`src/rtl/segdisp_pkg.sv`:
```
package segdisp_pkg;
  localparam int SEG_W = 7;
  localparam int BCD_W = 4;

  typedef logic [SEG_W-1:0] seg_t;

  localparam seg_t SEG_DARK = '0;
  localparam seg_t SEG_ALL  = '1;

  // Glyph for one code, bit order {g,f,e,d,c,b,a}
  function automatic seg_t glyph(input logic [BCD_W-1:0] code);
    seg_t s;
    case (code)
      4'd0:    s = 7'b0111111;
      4'd1:    s = 7'b0000110;
      4'd2:    s = 7'b1011011;
      4'd3:    s = 7'b1001111;
      4'd4:    s = 7'b1100110;
      4'd5:    s = 7'b1101101;
      4'd6:    s = 7'b1111100;
      4'd7:    s = 7'b0000111;
      4'd8:    s = 7'b1111111;
      4'd9:    s = 7'b1100111;
      4'd10:   s = 7'b1011000;
      4'd11:   s = 7'b1001100;
      4'd12:   s = 7'b1100010;
      4'd13:   s = 7'b1101001;
      4'd14:   s = 7'b1111000;
      default: s = 7'b0000000;
    endcase
    return s;
  endfunction
endpackage

```
`src/rtl/seg_rst_sync.sv`:
```
module seg_rst_sync (
  input  logic clk,
  input  logic rst_n,
  output logic rst_sync_n
);
  logic stage_q;
  logic stage_d;
  logic out_d;

  always_comb begin
    stage_d = 1'b1;
    out_d   = stage_q;
  end

  always_ff @(posedge clk or negedge rst_n) begin
    if (!rst_n) begin
      stage_q    <= 1'b0;
      rst_sync_n <= 1'b0;
    end else begin
      stage_q    <= stage_d;
      rst_sync_n <= out_d;
    end
  end
endmodule

```
`src/rtl/seg_pwm.sv`:
```
module seg_pwm #(
  parameter int DUTY_W = 8
) (
  input  logic              clk,
  input  logic              rst_n,
  input  logic              cnt_en,
  input  logic [DUTY_W-1:0] duty,
  output logic [DUTY_W-1:0] cnt,
  output logic              lamp_on
);
  logic [DUTY_W-1:0] cnt_d;

  always_comb begin
    cnt_d = cnt;
    if (cnt_en) cnt_d = cnt + {{(DUTY_W-1){1'b0}}, 1'b1};
  end

  always_ff @(posedge clk or negedge rst_n) begin
    if (!rst_n) cnt <= '0;
    else        cnt <= cnt_d;
  end

  assign lamp_on = (cnt < duty);
endmodule

```
`src/rtl/seg_digit.sv`:
```
module seg_digit
  import segdisp_pkg::*;
(
  input  logic [BCD_W-1:0] code,
  input  logic             lt_n,
  input  logic             rbi_n,
  input  logic             bi_n,
  output seg_t             seg,
  output logic             node_n
);
  logic zero_blank;

  assign zero_blank = !rbi_n && (code == '0) && lt_n;
  // wired-AND of the external blanking level and the local ripple output
  assign node_n = bi_n & ~zero_blank;

  always_comb begin
    if (!node_n)    seg = SEG_DARK;
    else if (!lt_n) seg = SEG_ALL;
    else            seg = glyph(code);
  end
endmodule

```
`src/rtl/segdisp_chain.sv`:
```
module segdisp_chain
  import segdisp_pkg::*;
#(
  parameter int NUM_DIGITS = 4,
  parameter int DUTY_W     = 8
) (
  input  logic                        clk,
  input  logic                        rst_n,
  input  logic [DUTY_W-1:0]           duty,
  input  logic                        lamp_test_n,
  input  logic                        blank_n,
  input  logic [BCD_W*NUM_DIGITS-1:0] bcd,
  output logic [SEG_W*NUM_DIGITS-1:0] seg,
  output logic [NUM_DIGITS-1:0]       ripple_n,
  output logic                        lamp_on
);
  localparam int MSD = NUM_DIGITS - 1;

  logic              rst_sync_n;
  logic [DUTY_W-1:0] pwm_cnt;
  logic              cell_bi_n;

  seg_rst_sync u_rst (
    .clk        (clk),
    .rst_n      (rst_n),
    .rst_sync_n (rst_sync_n)
  );

  seg_pwm #(.DUTY_W(DUTY_W)) u_pwm (
    .clk     (clk),
    .rst_n   (rst_sync_n),
    .cnt_en  (1'b1),
    .duty    (duty),
    .cnt     (pwm_cnt),
    .lamp_on (lamp_on)
  );

  assign cell_bi_n = blank_n & lamp_on;

  for (genvar i = 0; i < NUM_DIGITS; i++) begin : g_dig
    logic rbi_n;
    if (i == 0) begin : g_lsd
      assign rbi_n = 1'b1;
    end else if (i == MSD) begin : g_msd
      assign rbi_n = 1'b0;
    end else begin : g_mid
      assign rbi_n = ripple_n[i+1];
    end

    seg_digit u_digit (
      .code   (bcd[BCD_W*i +: BCD_W]),
      .lt_n   (lamp_test_n),
      .rbi_n  (rbi_n),
      .bi_n   (cell_bi_n),
      .seg    (seg[SEG_W*i +: SEG_W]),
      .node_n (ripple_n[i])
    );
  end
endmodule

```
`config.mk`:
```
export PLATFORM = sky130hd
export DESIGN_NAME = segdisp_chain
export DESIGN_NICKNAME = d
export VERILOG_FILES = /design/src/rtl/segdisp_pkg.sv /design/src/rtl/seg_rst_sync.sv /design/src/rtl/seg_pwm.sv /design/src/rtl/seg_digit.sv /design/src/rtl/segdisp_chain.sv
export SDC_FILE = /design/constraint.sdc
export NUM_CORES = 1
export LEC_CHECK = 0
export BUFFER_PORTS_ARGS = -buffer_cell sky130_fd_sc_hd__clkbuf_2
export CAP_MARGIN = 5
export CORE_AREA = 2 2 85 79
export DETAILED_ROUTE_END_ITERATION = 10
export DIE_AREA = 0 0 87 81
export HOLD_SLACK_MARGIN = 0.08
export SLEW_MARGIN = 20
export SYNTH_ARGS = -nofsm -noshare
export SYNTH_HDL_FRONTEND = slang
export SYNTH_SLANG_ARGS = --single-unit
export TNS_END_PERCENT = 10
```
`constraint.sdc`:
```
create_clock -name clk -period 2.85 [get_ports clk]
set_input_delay 0.7125 -clock clk [delete_from_list [all_inputs] [get_ports clk]]
set_output_delay 0.7125 -clock clk [all_outputs]
set_load 0.005 [all_outputs]
```
# Word-level counts from Yosys, hierarchy flattened
# Memories as Yosys holds them, arrays and structs flattened.
# Index checks and enable logic that the tools add are counted.
[op_classes]
n_addsub = 1
n_lt_le_gt_ge = 1
n_mux = 8
bitwise_logic = 7
reduce_logical = 10
[op_table]
columns = ["op", "n"]
rows = [
  ["$mux 7", 8],
  ["$logic_not 4->1", 3],
  ["$add 8x1->8 const B", 1],
  ["$lt 8x8->1", 1],
  ["$logic_and 1x1->1", 5],
  ["$and 1x1->1", 4],
  ["$not 1->1", 3],
  ["$logic_not 1->1", 2],
]
[word_totals]
register_bits = 10
rom_bits = 448
input_bits = 28
output_inout_bits = 33
wordCells = 34
mem_count = 4
[memory_table]
columns = ["memory", "depth", "width", "rd", "rd_ports_with_merged_regs", "write_ports", "line", "source"]
rows = [
  ["(name not given)", 16, 7, 1, 0, 0, "segdisp_pkg.sv:13", "case (code)"],
  ["(name not given)", 16, 7, 1, 0, 0, "segdisp_pkg.sv:13", ""],
  ["(name not given)", 16, 7, 1, 0, 0, "segdisp_pkg.sv:13", ""],
  ["(name not given)", 16, 7, 1, 0, 0, "segdisp_pkg.sv:13", ""],
]

# Longest topological paths before layout
# Gate-level depths: netlist of the first run.
[logic_depth]
word_depth = 15
depth_mapped = 8
depth_no_buf = 6

# By module
# From an unflattened synthesis of the first run, not the netlist that was laid out.
[unflattened]
cells_unflattened = 215
hier_area_um2 = 1700.4
[by_module_without_submodules]
columns = ["module", "instances", "cells_per_inst", "area_per_inst_um2", "seq_area_each_um2"]
rows = [
  ["seg_digit", 4, 39, 277.8, 0.0],
  ["seg_pwm", 1, 51, 506.7, 200.2],
  ["seg_rst_sync", 1, 3, 53.8, 50.0],
  ["segdisp_chain", 1, 5, 28.8, 0.0],
]

# Worst setup path before layout of the first run
# No wires, ideal clock.
[synth_path]
path_type = "input to output"
startpoint = "input port duty[7]"
endpoint = "output port ripple_n[3]"
arrival_ps = 2165
required_time_ps = 2138
slack_ps = -28
path_stages = 8
n_path_buf = 2
path_cell_list = "inv_1 -> ha_1 -> and3_4 -> a221oi_4 -> o211ai_4 -> buf_4 -> nor2_1 -> buf_4"
[synth_between]
elab_chain_len = 3
[synth_rtl]
columns = ["element", "line", "source"]
rows = [
  ["start, declared", "segdisp_chain.sv:9", "input logic [DUTY_W-1:0] duty,"],
  ["$lt 8x8->1", "seg_pwm.sv:23", "assign lamp_on = (cnt < duty);"],
  ["$and 1x1->1", "segdisp_chain.sv:38", "assign cell_bi_n = blank_n & lamp_on;"],
  ["$and 1x1->1", "seg_digit.sv:15", "assign node_n = bi_n & ~zero_blank;"],
  ["end, declared", "segdisp_chain.sv:14", "output logic [NUM_DIGITS-1:0] ripple_n,"],
]
# No other way between the ends.

# Worst setup path after layout of the first run
[layout_path]
startpoint = "input port duty[7]"
endpoint = "output port seg[4]"
[layout_between]
elab_chain_len = 3
[layout_rtl]
columns = ["element", "line", "source"]
rows = [
  ["$lt 8x8->1", "seg_pwm.sv:23", ""],
  ["$and 1x1->1", "segdisp_chain.sv:38", ""],
  ["$mux 7", "seg_digit.sv:18", "if (!node_n) seg = SEG_DARK;"],
  ["end, declared", "segdisp_chain.sv:13", "output logic [SEG_W*NUM_DIGITS-1:0] seg,"],
]
# No other way between the ends.

==> flow_metrics.env, run 1 <==
export IMPL_detail_route_antenna_nets=0
export IMPL_first_global_vias=1603
export IMPL_cp_slowest_cell="o211ai_4"
export IMPL_whs_ns=0.124
export IMPL_areaGrowthSynthToFinish_pct=39.7
export IMPL_routed_wl_mm=4.52
export IMPL_yosys_area_share_xor_xnor=0.0303
export IMPL_synth_most_common_cell="ha_1"
export IMPL_crit_type="input port to output pin"
export IMPL_antennaDiodeCount=0
export IMPL_hold_viol=0
export IMPL_dieArea_mm2=0.00705
export IMPL_cpMostUsedCell="clkbuf_2"
export IMPL_via_count=1749
export IMPL_final_area_mm2=0.00242
export IMPL_ys_seq_elements=10
export IMPL_synth_distinct_cells=48
export IMPL_ys_seq_area_frac=0.144
export IMPL_ff2ff_setup_slack_ns=1.69
export IMPL_core_mm2=0.00627
export IMPL_p_leak_nw=1.23
export IMPL_avgSynthCellArea_um2=8.06
export IMPL_clk_latency_ns=0.23
export IMPL_clockBufferDepth=2
export IMPL_place_ws_ns=-0.275
export IMPL_fp_dieH_um=81
export IMPL_synth_cells=215
export IMPL_syn_area_mm2=0.00173
export IMPL_synth_async_reset_ratio=1.00
export IMPL_initial_utilization=0.276
export IMPL_viasPerCell=4.78
export IMPL_grt_max_degree=17
export IMPL_path_buf_inv=5
export IMPL_final_core_util=0.386
export IMPL_synth_area_leaders="ha_1, dfrtp_1, a21oi_1"
export IMPL_setup_viol=32
export IMPL_hpwl_mm=3.63
export IMPL_critPathMaxFanout=8
export IMPL_powerDensity_mw_per_mm2=232
export IMPL_cts_root_buf="clkbuf_8"
export IMPL_p_total_uw=562
export IMPL_numCtsBuffers=3
export IMPL_violations="setup timing"
export IMPL_drv_slew=0
export IMPL_synth_top_area_cell="ha_1"
export IMPL_rsz0062_at_grt="yes"
export IMPL_port_buffers=60
export IMPL_finalCritPeriodShare=1.08
export IMPL_placed_area_mm2=0.00225
export IMPL_layoutNonFillerInstCount=366
export IMPL_p_clk_frac=0.244
export IMPL_die_x_um=87
export IMPL_cp_num_cells=10
export IMPL_grt_total_usage=0.122
export IMPL_crit_chain="clkbuf_2 -> inv_2 -> ha_4 -> and3_4 -> buf_4 -> o211ai_1 -> o211ai_4 -> clkbuf_16 -> nor2_1 -> clkbuf_2"
export IMPL_crit_required_ns=2.14
export IMPL_synth_top_family_by_area="compound AO/OA/AOI/OAI gates"
export IMPL_reg2reg_depth=4
export IMPL_clk_pin_slew_ns=0.04
export IMPL_clock_fmax_mhz=326
export IMPL_yosysTopAreaCellShare=0.202
export IMPL_ys_top_cells_by_count="ha_1, inv_1, a21oi_1, nor2_1, o21ai_0"
export IMPL_routabilityCongestion=0.794
export IMPL_p_int_uw=374
export IMPL_cp_end_kind="output pin"
export IMPL_combPwrFrac=0.496
export IMPL_tns_ns=-5.10
export IMPL_hold_path_class="register to async pin"
export IMPL_avgRoutedWirePerCell_um=12.3
export IMPL_vdd_drop_max_v=0.000118
export IMPL_cp_data_arrival_time_ns=2.35
export IMPL_overflow=0
export IMPL_max_stage_delay_ns=0.42
export IMPL_synth_flop_cell="dfrtp_1"
export IMPL_io_pins=61
export IMPL_nNetsFinal=349
export IMPL_synth_nets=271
export IMPL_yosys_warnings=0
export IMPL_hold_buffers=0
export IMPL_htreeDepth=1
export IMPL_drtIter0Drc=24
export IMPL_p_sw_uw=188
export IMPL_max_cap_viol_count=0
export IMPL_clock_skew_ns=0.000406
export IMPL_antenna_found_initial=0
export IMPL_synth_compound_area_frac=0.257
export IMPL_muxShareOfSynthArea=0.0477
export IMPL_cts_num_sinks=10
export IMPL_nFillCells=663
export IMPL_p_seq_frac=0.260
export IMPL_first_pass_iters=4
export IMPL_num_rows=28
export IMPL_synth_edf_count=0
export IMPL_p_sw_frac=0.335
export IMPL_drc=0
export IMPL_outcome="finished with violations"
export IMPL_synthSimpleGateAreaFrac=0.201
export IMPL_worstSetupStartpointType="input port"
export IMPL_grt_pass1_wl_mm=7.18
export IMPL_drive_gt1_frac=0.423
export IMPL_dp_cells=360
export IMPL_cts_tree="built"
export IMPL_path_delay_family="buffers and inverters"
export IMPL_synthAdderAreaFrac=0.202
export IMPL_period_minus_slack_ns=3.06
export IMPL_fin_ws_ns=-0.214
-- cell usage in the layout (no fill, tap or decap), types with 3 or more instances in the layout --
master	synthesis	routed
a21oi_1	23	23
a211oi_1	5	5
xnor2_1	4	4
mux2i_1	6	6
ha_1	28	24
nor3_1	3	3
o21ai_0	13	13
o31ai_1	5	5
a211oi_2	4	4
dfrtp_1	10	10
buf_4	5	27
nor2_1	16	12
clkbuf_8	0	3
inv_1	25	21
nand2_1	8	8
nor2_2	0	4
buf_2	3	5
nor3b_2	4	4
ha_4	0	4
clkbuf_2	0	53
inv_2	1	3
nor2b_1	8	8
nand2b_1	4	4
-- worst register-to-register path, delay by kind of cell (launching register included) --
kind / cells / cell delay [ns]
flops: 1 / 0.40
simple gates: 2 / 0.29
fa+ha+maj: 1 / 0.21
xor+xnor: 1 / 0.14
-- logic make-up after synthesis --
| group | after synthesis |
|---|---|
| DFF | 10 |
| and+or+nand+nor | 56 |
| buffers and inverters | 43 |
| muxes | 8 |
| xor gates and xnor gates | 6 |
| other | 1 |
| AOI/OAI and AO/OA | 63 |
| adders and majority gates | 28 |
-- sequential cells by signal, indices dropped and copies added, names as in the netlist --
name	cells
u_rst.out_d	1
u_rst.rst_sync_n	1
u_pwm.cnt	8
-- area by class of cell --
cell class	count	area, um^2	area share
multi-input combinational	162	1350	0.559
timing repair buffer	90	581	0.240
sequential	10	250	0.103
inverter	26	103	0.0424
tap	75	93.8	0.0388
clock buffer	3	41.3	0.0171
-- layer usage --
metal | up-vias | wire [um] | track usage
met5 | - | 0 | 0
met4 | 0 | 0 | 0.00938
met3 | 0 | 174 | 0.0142
met2 | 48 | 2120 | 0.211
met1 | 809 | 2220 | 0.170
li1 | 892 | - | -
-- timing repair --
action	CTS	global route
gates cloned	0	1
buffers inserted	0	2
pin swaps	1	9
gates resized for setup	5	17
setup endpoints to repair	32	32
-- power groups by stage --
stage	registers [mW]	logic [mW]	clock network [mW]
3_5_place_dp	0.148	0.261	0
6_report	0.146	0.279	0.137
3_3_place_gp	0.148	0.258	0
5_1_grt	0.147	0.311	0.148
2_1_floorplan	0.148	0.149	0
4_1_cts	0.146	0.266	0.142
-- worst paths after layout --
kind                                  start          endpoint
max reg2reg                    u_pwm.cnt[0]      u_pwm.cnt[6]
min reg2reg                u_rst.rst_sync_n      u_pwm.cnt[5]
max in group asynchronous  u_rst.rst_sync_n      u_pwm.cnt[1]
min in group clk                u_rst.out_d  u_rst.rst_sync_n
max                                 duty[7]            seg[4]
min                        u_rst.rst_sync_n      u_pwm.cnt[5]
Power figures use the tool's default switching activity.
==> run 2: changes to the inputs <==
==> constraint.sdc (replaced) <==
create_clock -name clk -period 2.85 [get_ports clk]
set_input_delay 0.7125 -clock clk [delete_from_list [all_inputs] [get_ports clk]]
set_output_delay 0.7125 -clock clk [all_outputs]
set_load 0.01 [all_outputs]
==> run 2 against run 1 <==
Effect of this change:
- the flow still finishes with violations (setup timing)
- worst hold slack better by 0.0081 ns
- non-clock buffer count is 1 lower
- clock power hardly changed
- sequential power hardly changed
- global-route usage is 0.36 points higher
- sequential share of layout area is 0.17 points lower
- clock skew is 0.0031 ns higher
- first-iteration DRC count is 58% higher
- critical path depth is 1 lower
- routed wire length is 3.3% lower
- flip-flop and latch count stayed put
- largest power group unchanged
==> flow_metrics.env, run 2 (same netlist as run 1, synthesis figures left out) <==
export IMPL_io_pins=61
export IMPL_core_mm2=0.00627
export IMPL_areaGrowthSynthToFinish_pct=42.1
export IMPL_max_cap_viol_count=0
export IMPL_avgRoutedWirePerCell_um=12.0
export IMPL_crit_type="input port to output pin"
export IMPL_max_flop_register="u_pwm.cnt"
export IMPL_num_rows=28
export IMPL_clock_fmax_mhz=332
export IMPL_final_cell_mix="clkbuf_2, ha_1, buf_4, inv_1, a21oi_1"
export IMPL_detail_route_antenna_nets=0
export IMPL_viasPerCell=4.72
export IMPL_drive_gt1_frac=0.448
export IMPL_cp_end_kind="output pin"
export IMPL_antenna_found_initial=0
export IMPL_numCtsBuffers=3
export IMPL_final_core_util=0.393
export IMPL_setup_viol=32
export IMPL_crit_chain="buf_6 -> inv_4 -> ha_4 -> and3_4 -> a221oi_4 -> o211ai_4 -> buf_12 -> nor3b_2 -> buf_2"
export IMPL_whs_ns=0.132
export IMPL_routed_wl_mm=4.37
export IMPL_p_leak_nw=1.25
export IMPL_outcome="finished with violations"
export IMPL_clk_pin_slew_ns=0.04
export IMPL_hold_buffers=0
export IMPL_violations="setup timing"
export IMPL_first_pass_iters=4
export IMPL_cts_root_buf="clkbuf_8"
export IMPL_grt_max_degree=17
export IMPL_drv_slew=0
export IMPL_critPathMaxFanout=8
export IMPL_first_global_vias=1588
export IMPL_cp_data_arrival_time_ns=2.30
export IMPL_htreeDepth=1
export IMPL_clk_latency_ns=0.23
export IMPL_worstSetupStartpointType="input port"
export IMPL_hpwl_mm=3.50
export IMPL_hold_path_class="register to async pin"
export IMPL_crit_required_ns=2.14
export IMPL_nNetsFinal=348
export IMPL_largest_register_ffs=8
export IMPL_grt_pass1_wl_mm=7.27
export IMPL_fp_dieH_um=81
export IMPL_max_stage_delay_ns=0.34
export IMPL_drtIter0Drc=38
export IMPL_via_count=1721
export IMPL_period_minus_slack_ns=3.01
export IMPL_hold_viol=0
export IMPL_nFillCells=634
export IMPL_overflow=0
export IMPL_path_buf_inv=4
export IMPL_fin_ws_ns=-0.158
export IMPL_vdd_drop_max_v=0.000127
export IMPL_powerDensity_mw_per_mm2=238
export IMPL_rsz0062_at_grt="yes"
export IMPL_grt_total_usage=0.126
export IMPL_port_buffers=60
export IMPL_die_x_um=87
export IMPL_cts_tree="built"
export IMPL_clockBufferDepth=2
export IMPL_clock_skew_ns=0.00347
export IMPL_antennaDiodeCount=0
export IMPL_dieArea_mm2=0.00705
export IMPL_initial_utilization=0.276
export IMPL_finalCritPeriodShare=1.06
export IMPL_path_delay_family="compound AO/OA/AOI/OAI gates"
export IMPL_place_ws_ns=-0.251
export IMPL_drc=0
export IMPL_routabilityCongestion=0.794
export IMPL_cts_num_sinks=10
export IMPL_cp_slowest_cell="a221oi_4"
export IMPL_layout_commonest_cell="clkbuf_2"
## run 2: cell types whose count changed in the layout (fill, tap and decap cells not counted), sizes merged
cell,before,now
buf,36,44
clkbuf,57,48
## run 2: worst register-to-register path: cells and delay by family, from the launching register on
family / cells / cell delay [ns]
xor+xnor: 1 / 0.14
fa+ha+maj: 1 / 0.21
flops: 1 / 0.40
simple gates: 2 / 0.30
## run 2: report_power, final
group          switching [mW]  leakage [nW]  internal (mW)
combinational           0.158          1.10          0.142
clock                  0.0470        0.0216         0.0917
sequential            0.00248         0.125          0.144
## run 2: layer usage
| metal | share of wire | track usage | up-vias |
|---|---|---|---|
| met4 | 0 | 0.0141 | 0 |
| met2 | 0.46 | 0.213 | 49 |
| met1 | 0.49 | 0.173 | 782 |
| met3 | 0.054 | 0.0203 | 0 |
| met5 | 0 | 0 | - |
| li1 | - | - | 890 |
## run 2: worst paths after layout
kind | from | end | slack [ns] | depth (start not counted)
min in group clk | u_rst.out_d | u_rst.rst_sync_n | 0.37 | 0
max reg2reg | u_pwm.cnt[0] | u_pwm.cnt[6] | 1.68 | 4
min reg2reg | u_rst.rst_sync_n | u_pwm.cnt[4] | 0.13 | 0
max | duty[6] | seg[8] | -0.16 | 9
max in group asynchronous | u_rst.rst_sync_n | u_pwm.cnt[1] | 2.47 | 0
min | u_rst.rst_sync_n | u_pwm.cnt[4] | 0.13 | 0
## run 2: layout make-up
cell class	count	area [um^2]	area share
multi-input cells	162	1390	0.565
inverters	26	100	0.0407
well taps	75	93.8	0.0381
repair buffers	89	587	0.238
flip-flops and latches	10	250	0.102
clock buffers	3	41.3	0.0168
## run 2: timing repair
| item | in CTS | in global routing |
|---|---|---|
| resized for setup | 23 | 20 |
| pin swaps | 11 | 4 |
| buffers inserted | 1 | 0 |
| endpoints found under the setup margin | 32 | 32 |
| gates cloned | 1 | 0 |
## run 2: per-stage QoR
stage	std cells	TNS, ns	area [um^2]	total power [mW]
after floorplan	215	-0.0713	1740	0.312
after global placement	360	-5.90	2250	0.422
after detailed placement	360	-6.24	2250	0.425
after CTS	365	-5.00	2440	0.592
after global routing	365	-6.58	2460	0.633
final	365	-3.36	2460	0.585
